[src/rtl/fwg_pkg.sv]
package fwg_pkg;

    typedef enum logic [3:0] {
        OP_WREN = 4'd0,
        OP_WRDI = 4'd1,
        OP_PROG = 4'd2,
        OP_SE   = 4'd3,
        OP_BE32 = 4'd4,
        OP_BE64 = 4'd5,
        OP_CE   = 4'd6,
        OP_WRSR = 4'd7,
        OP_RDSR = 4'd8,
        OP_SUSP = 4'd9,
        OP_PD   = 4'd10,
        OP_RPD  = 4'd11
    } fwg_op_e;

    typedef struct packed {
        logic busy;
        logic wel;
        logic pd;
        logic pend_wrsr;
    } fwg_state_t;

    typedef struct packed {
        logic [1:0] srp;
        logic       qe;
    } fwg_nv_t;

    localparam logic [1:0] SRP_SOFT  = 2'b00;
    localparam logic [1:0] SRP_HW    = 2'b01;
    localparam logic [1:0] SRP_CYCLE = 2'b10;

    function automatic logic is_array_op(input fwg_op_e op);
        return (op == OP_PROG) || (op == OP_SE) || (op == OP_BE32) ||
               (op == OP_BE64) || (op == OP_CE);
    endfunction

    function automatic logic starts_busy(input fwg_op_e op);
        return is_array_op(op) || (op == OP_WRSR);
    endfunction

endpackage

[src/rtl/fwg_lockout.sv]
module fwg_lockout #(
    parameter int LOCK_TICKS = 1000
) (
    input  logic clk,
    input  logic rst,
    input  logic tick,
    output logic locked
);
    localparam int CW = $clog2(LOCK_TICKS + 1);
    localparam logic [CW-1:0] LIMIT = CW'(LOCK_TICKS);

    logic [CW-1:0] cnt_q;

    assign locked = (cnt_q != LIMIT);

    always_ff @(posedge clk) begin
        if (rst)
            cnt_q <= '0;
        else if (tick && locked)
            cnt_q <= cnt_q + 1'b1;
    end
endmodule

[src/rtl/fwg_protect.sv]
module fwg_protect
    import fwg_pkg::*;
(
    input  fwg_nv_t nv,
    input  logic    wp_n,
    output logic    sr_write_ok
);
    always_comb begin
        unique case (nv.srp)
            SRP_SOFT: sr_write_ok = 1'b1;
            SRP_HW:   sr_write_ok = nv.qe | wp_n;
            default:  sr_write_ok = 1'b0;
        endcase
    end
endmodule

[src/rtl/fwg_decide.sv]
module fwg_decide
    import fwg_pkg::*;
(
    input  logic       cmd_valid,
    input  fwg_op_e    cmd_op,
    input  fwg_state_t st,
    input  logic       locked,
    input  logic       sr_write_ok,
    output logic       take,
    output logic       refuse
);
    logic allowed;

    always_comb begin
        if (st.pd) begin
            allowed = (cmd_op == OP_RPD);
        end else if (st.busy) begin
            allowed = (cmd_op == OP_RDSR) || (cmd_op == OP_SUSP);
        end else begin
            unique case (cmd_op)
                OP_WREN:                            allowed = !locked;
                OP_PROG, OP_SE, OP_BE32, OP_BE64,
                OP_CE:                              allowed = !locked && st.wel;
                OP_WRSR:                            allowed = !locked && st.wel && sr_write_ok;
                OP_WRDI, OP_RDSR, OP_SUSP, OP_PD,
                OP_RPD:                             allowed = 1'b1;
                default:                            allowed = 1'b0;
            endcase
        end
    end

    assign take   = cmd_valid && allowed;
    assign refuse = cmd_valid && !allowed;
endmodule

[src/rtl/flash_wr_guard.sv]
module flash_wr_guard
    import fwg_pkg::*;
#(
    parameter int LOCK_TICKS = 1000
) (
    input  logic       clk,
    input  logic       rst,
    input  logic       tick,
    input  logic       cmd_valid,
    input  logic [3:0] cmd_op,
    input  logic [1:0] wrsr_srp,
    input  logic       wrsr_qe,
    input  logic       wp_n,
    input  logic       op_done,
    output logic       cmd_accept,
    output logic       cmd_reject,
    output logic       busy,
    output logic       wel,
    output logic [1:0] srp
);
    fwg_op_e    op;
    fwg_state_t st_q;
    fwg_nv_t    nv_q = '{srp: SRP_SOFT, qe: 1'b0};
    fwg_nv_t    pend_q;
    logic       locked, sr_write_ok, take, refuse;
    logic       acc_q, rej_q;
    logic       finish;

    assign op     = fwg_op_e'(cmd_op);
    assign finish = op_done && st_q.busy;

    fwg_lockout #(.LOCK_TICKS(LOCK_TICKS)) u_lock (
        .clk    (clk),
        .rst    (rst),
        .tick   (tick),
        .locked (locked)
    );

    fwg_protect u_prot (
        .nv          (nv_q),
        .wp_n        (wp_n),
        .sr_write_ok (sr_write_ok)
    );

    fwg_decide u_dec (
        .cmd_valid   (cmd_valid),
        .cmd_op      (op),
        .st          (st_q),
        .locked      (locked),
        .sr_write_ok (sr_write_ok),
        .take        (take),
        .refuse      (refuse)
    );

    // volatile state and answer pulses
    always_ff @(posedge clk) begin
        if (rst) begin
            st_q   <= '0;
            pend_q <= '0;
            acc_q  <= 1'b0;
            rej_q  <= 1'b0;
        end else begin
            acc_q <= take;
            rej_q <= refuse;
            if (finish) begin
                st_q.busy      <= 1'b0;
                st_q.wel       <= 1'b0;
                st_q.pend_wrsr <= 1'b0;
            end
            if (take) begin
                unique case (op)
                    OP_WREN: st_q.wel <= 1'b1;
                    OP_WRDI: st_q.wel <= 1'b0;
                    OP_PD:   st_q.pd  <= 1'b1;
                    OP_RPD:  st_q.pd  <= 1'b0;
                    default: ;
                endcase
                if (starts_busy(op)) begin
                    st_q.busy      <= 1'b1;
                    st_q.pend_wrsr <= (op == OP_WRSR);
                    pend_q         <= '{srp: wrsr_srp, qe: wrsr_qe};
                end
            end
        end
    end

    // non-volatile bits: a power cycle only releases the cycle lock
    always_ff @(posedge clk) begin
        if (rst) begin
            if (nv_q.srp == SRP_CYCLE)
                nv_q.srp <= SRP_SOFT;
        end else if (finish && st_q.pend_wrsr) begin
            nv_q <= pend_q;
        end
    end

    assign cmd_accept = acc_q;
    assign cmd_reject = rej_q;
    assign busy       = st_q.busy;
    assign wel        = st_q.wel;
    assign srp        = nv_q.srp;
endmodule

[config.mk]
export PLATFORM = sky130hd
export DESIGN_NAME = flash_wr_guard
export DESIGN_NICKNAME = d
export VERILOG_FILES = /design/src/rtl/fwg_pkg.sv /design/src/rtl/fwg_lockout.sv /design/src/rtl/fwg_protect.sv /design/src/rtl/fwg_decide.sv /design/src/rtl/flash_wr_guard.sv
export SDC_FILE = /design/constraint.sdc
export NUM_CORES = 1
export LEC_CHECK = 0
export BUFFER_PORTS_ARGS = -buffer_cell sky130_fd_sc_hd__buf_2
export CORE_UTILIZATION = 46
export CTS_CLUSTER_DIAMETER = 120
export CTS_CLUSTER_SIZE = 25
export DETAILED_ROUTE_END_ITERATION = 16
export PLACE_DENSITY = 0.68
export SYNTH_ARGS = -nofsm -noshare
export SYNTH_HDL_FRONTEND = slang
export SYNTH_SLANG_ARGS = --single-unit
[constraint.sdc]
create_clock -name clk -period 5.6 [get_ports clk]
set_input_delay 1.12 -clock clk [delete_from_list [all_inputs] [get_ports clk]]
set_output_delay 1.12 -clock clk [all_outputs]
set_load 0.05 [all_outputs]
==> key figures <==
Synth
  – Synth Flop Type: dfxtp_1
  – Syn_nets: 134
  – Yosys Warn Count: 0
  – Synth async-reset ratio: 0%
  – Yosys cell types: 40
  – Number of synthesized flops with an enable pin: 3
  – Sequential area share after synthesis: 43.5%
  – Syn avg cell area: 9.08 um^2
  – Synthesized flop and latch total: 22
  – Syn Inst Count: 119
  – Post-synth design cell area: 1080 um^2

Route
  – Post-DR vias/cell: 5.53
  – DRT iter0 DRCs: 13
  – WL per Instance: 13.0 um
  – Residual DRC: 0
  – Post-Route WL: 2110 um
  – Final antenna-violating net count: 0
  – 1st-pass router iterations: 4
  – Vias: 901

Clock network
  – Clock Tree Root: clkbuf_4
  – Longest Clk Path Bufs: 2
  – Clock-pin slew on the worst setup and hold paths: 120 ps
  – CTS sink count: 22
  – CTS tree: done
  – Post-CTS Setup Inserts: 0
  – CTS resizes: 0
  – Clock insertion delay at the later pin of the skew report: 300 ps
  – Cts hold-fix bufs: 0
  – Cts bufs inserted: 3
  – H-tree Lvls: 1

Placement
  – IO Port Bufs: 18
  – HPWL after detailed placement: 1650 um
  – RD Place Congestion: 0.844
  – Placed Area: 1180 um^2
  – Placed Instances: 159

Final layout
  – Share of cells above drive strength 1: 18.5%
  – Ant. Diodes: 0
  – Final cell count without fillers: 163
  – Final instance area: 1200 um^2
  – Final Util: 54.4%
  – P&R area growth vs syn: 11.2%
  – Fin nets: 151

Worst setup path
  – Delay-heaviest family, CP: simple AND/OR/NAND/NOR gates
  – R2R cell count: 7
  – CP Data Arrival Time: 2820 ps
  – CP max-delay cell: or4b_4
  – CP Class: primary input to flip-flop
  – Worst path cell trace: buf_2 > nand3_2 > or4b_4 > a2111o_1 > or3_1 > a21oi_1
  – CP Buf/Inv Count: 1
  – Critical Path Sink Type: flip-flop
  – Reg2reg end: st_q[1]$_SDFFE_PP0P_
  – Critical path fanouts, max: 7
  – Critical path launch point type: primary input
  – R2R Setup Slk: 3270 ps
  – Req. time, crit path: 5840 ps
  – Crit Reg-Reg Startpoint: u_lock.cnt_q[0]$_SDFFE_PP0P_
  – CP peak stage delay: 530 ps

Floorplan
  – Die Y: 50.5 um
  – Die area: 2550 um^2
  – Num ports: 19
  – FP Rows: 17
  – Die W: 50.5 um
  – Starting density of the core: 48.9%
  – Core area: 2210 um^2

Run
  – Max Cap Viol: 0

Timing
  – RSZ-0062 raised after global routing: no
  – Sum Neg Setup Slack: 0 ps
  – Fmax achieved: 0.387 GHz
  – Final setup vio count: 0
  – Final min period: 2590 ps
  – Worst slew pin tran: 782 ps
  – Final period util: 46.2%
  – Slew headroom: 47.9%
  – Clk_skew: 10.1 ps
  – Final Hold Vio Count: 0
  – Final Max Slew Viols: 0

Worst hold path
  – Min-delay src: pend_q[0]$_SDFFE_PP0P_
  – WHS Endpoint: nv_q[0]$_DFFE_PP_
  – Worst Hold Class: flip-flop to flip-flop
  – Hold Crit Depth: 0

GRT
  – Initial antenna violation count: 0
  – Global-route wire length before repair: 3620 um
  – Vias in the first global route: 848
  – Gr usage total: 18.8%
  – Largest net degree at the start of global routing: 20
  – Grt total ovfl: 0

Pwr
  – Pwr per Cell Area: 222 nW/um^2
  – Leak Pwr: 0.472 nW
  – Worst VDD drop: 0.150 mV
  – Total power: 0.000267 W

Status
  – Outcome: completed
metal layers:
| layer | global-route usage, % | share of wire (%) | vias up |
|---|---|---|---|
| li1 | - | - | 454 |
| met1 | 22.5 | 45 | 426 |
| met2 | 31.1 | 50 | 17 |
| met3 | 3.64 | 3.7 | 4 |
| met4 | 10.6 | 1.3 | 0 |
| met5 | 0 | 0 | - |
where the power goes:
part | total, W | internal, W | switching [W]
combinational | 0.0000293 | 0.0000112 | 0.0000181
clock | 0.0000722 | 0.0000277 | 0.0000445
sequential | 0.000165 | 0.000162 | 0.00000316
total | 0.000267 | 0.000201 | 0.0000657
layout make-up:
type                            instances  area, um^2
Clock buffer                            4        26.3
Fill cell                             219        1010
Timing Repair Buffer                   18        90.1
Sequential cell                        22         470
Inverter                                9        33.8
Multi-Input combinational cell         82         547
Tap cell                               28        35.0
worst register-to-register path, delay by kind of cell (launching register included):
family	cells	cell delay [ps]
simple gates	3	940
compound gates	2	690
buf+inv	1	110
flops	1	380
fa+ha+maj	1	160
registers in the layout, summed over array words and instances, names as in the netlist, 2 cells and up:
signal,count
pend_q,3
u_lock.cnt_q,10
srp,2
st_q,2
stage by stage:
step	setup WS, ps	hold slack [ps]
after floorplan	2970	402
after global placement	2770	411
after detailed placement	2700	426
after CTS	3030	456
after global routing	2930	459
final	3010	454
Yosys cell counts, types with 3 or more instances:
cell type | count | area, um^2
a21oi_1 | 3 | 15.0
nand2_1 | 7 | 26.3
o21ai_0 | 3 | 15.0
inv_1 | 9 | 33.8
and2_1 | 3 | 18.8
nor2_1 | 15 | 56.3
dfxtp_1 | 19 | 380
clkbuf_1 | 4 | 15.0
nor3b_1 | 4 | 30.0
edfxtp_1 | 3 | 90.1
xor2_1 | 6 | 52.6
or3_1 | 3 | 18.8
nand4_1 | 4 | 25.0
xnor2_1 | 3 | 26.3
layout by cell type, fill, tap and decap left out, types with 4 or more instances in the layout:
cell type | synthesis | final
nand2_1 | 7 | 7
nor2_1 | 15 | 15
dfxtp_1 | 19 | 19
nand4_1 | 4 | 4
xor2_1 | 6 | 6
inv_1 | 9 | 9
buf_2 | 0 | 18
nor3b_1 | 4 | 4
cells by family (layout without fill, tap and decap cells):
kind of cell,count (synthesis),count (layout),synth area share (%)
simple gates,50,50,26.0
flops,22,22,43.5
fa+ha+maj,2,2,2.31
mux,1,1,0.926
xor+xnor,9,9,7.29
buf+inv,15,31,5.90
compound gates,20,20,14.0
how the worst max path moves through the flow:
stage / from / end / slack, ps / cells after the start
2_1_floorplan: cmd_op[2] / pend_q[0]$_SDFFE_PP0P_ / 2970 / 5
3_3_place_gp: cmd_op[2] / pend_q[0]$_SDFFE_PP0P_ / 2770 / 6
3_5_place_dp: cmd_op[2] / pend_q[0]$_SDFFE_PP0P_ / 2700 / 6
4_1_cts: cmd_op[2] / pend_q[0]$_SDFFE_PP0P_ / 3030 / 6
5_1_grt: cmd_op[2] / pend_q[0]$_SDFFE_PP0P_ / 2930 / 6
6_report: cmd_op[2] / pend_q[0]$_SDFFE_PP0P_ / 3010 / 6
Power figures use the tool's default switching activity.
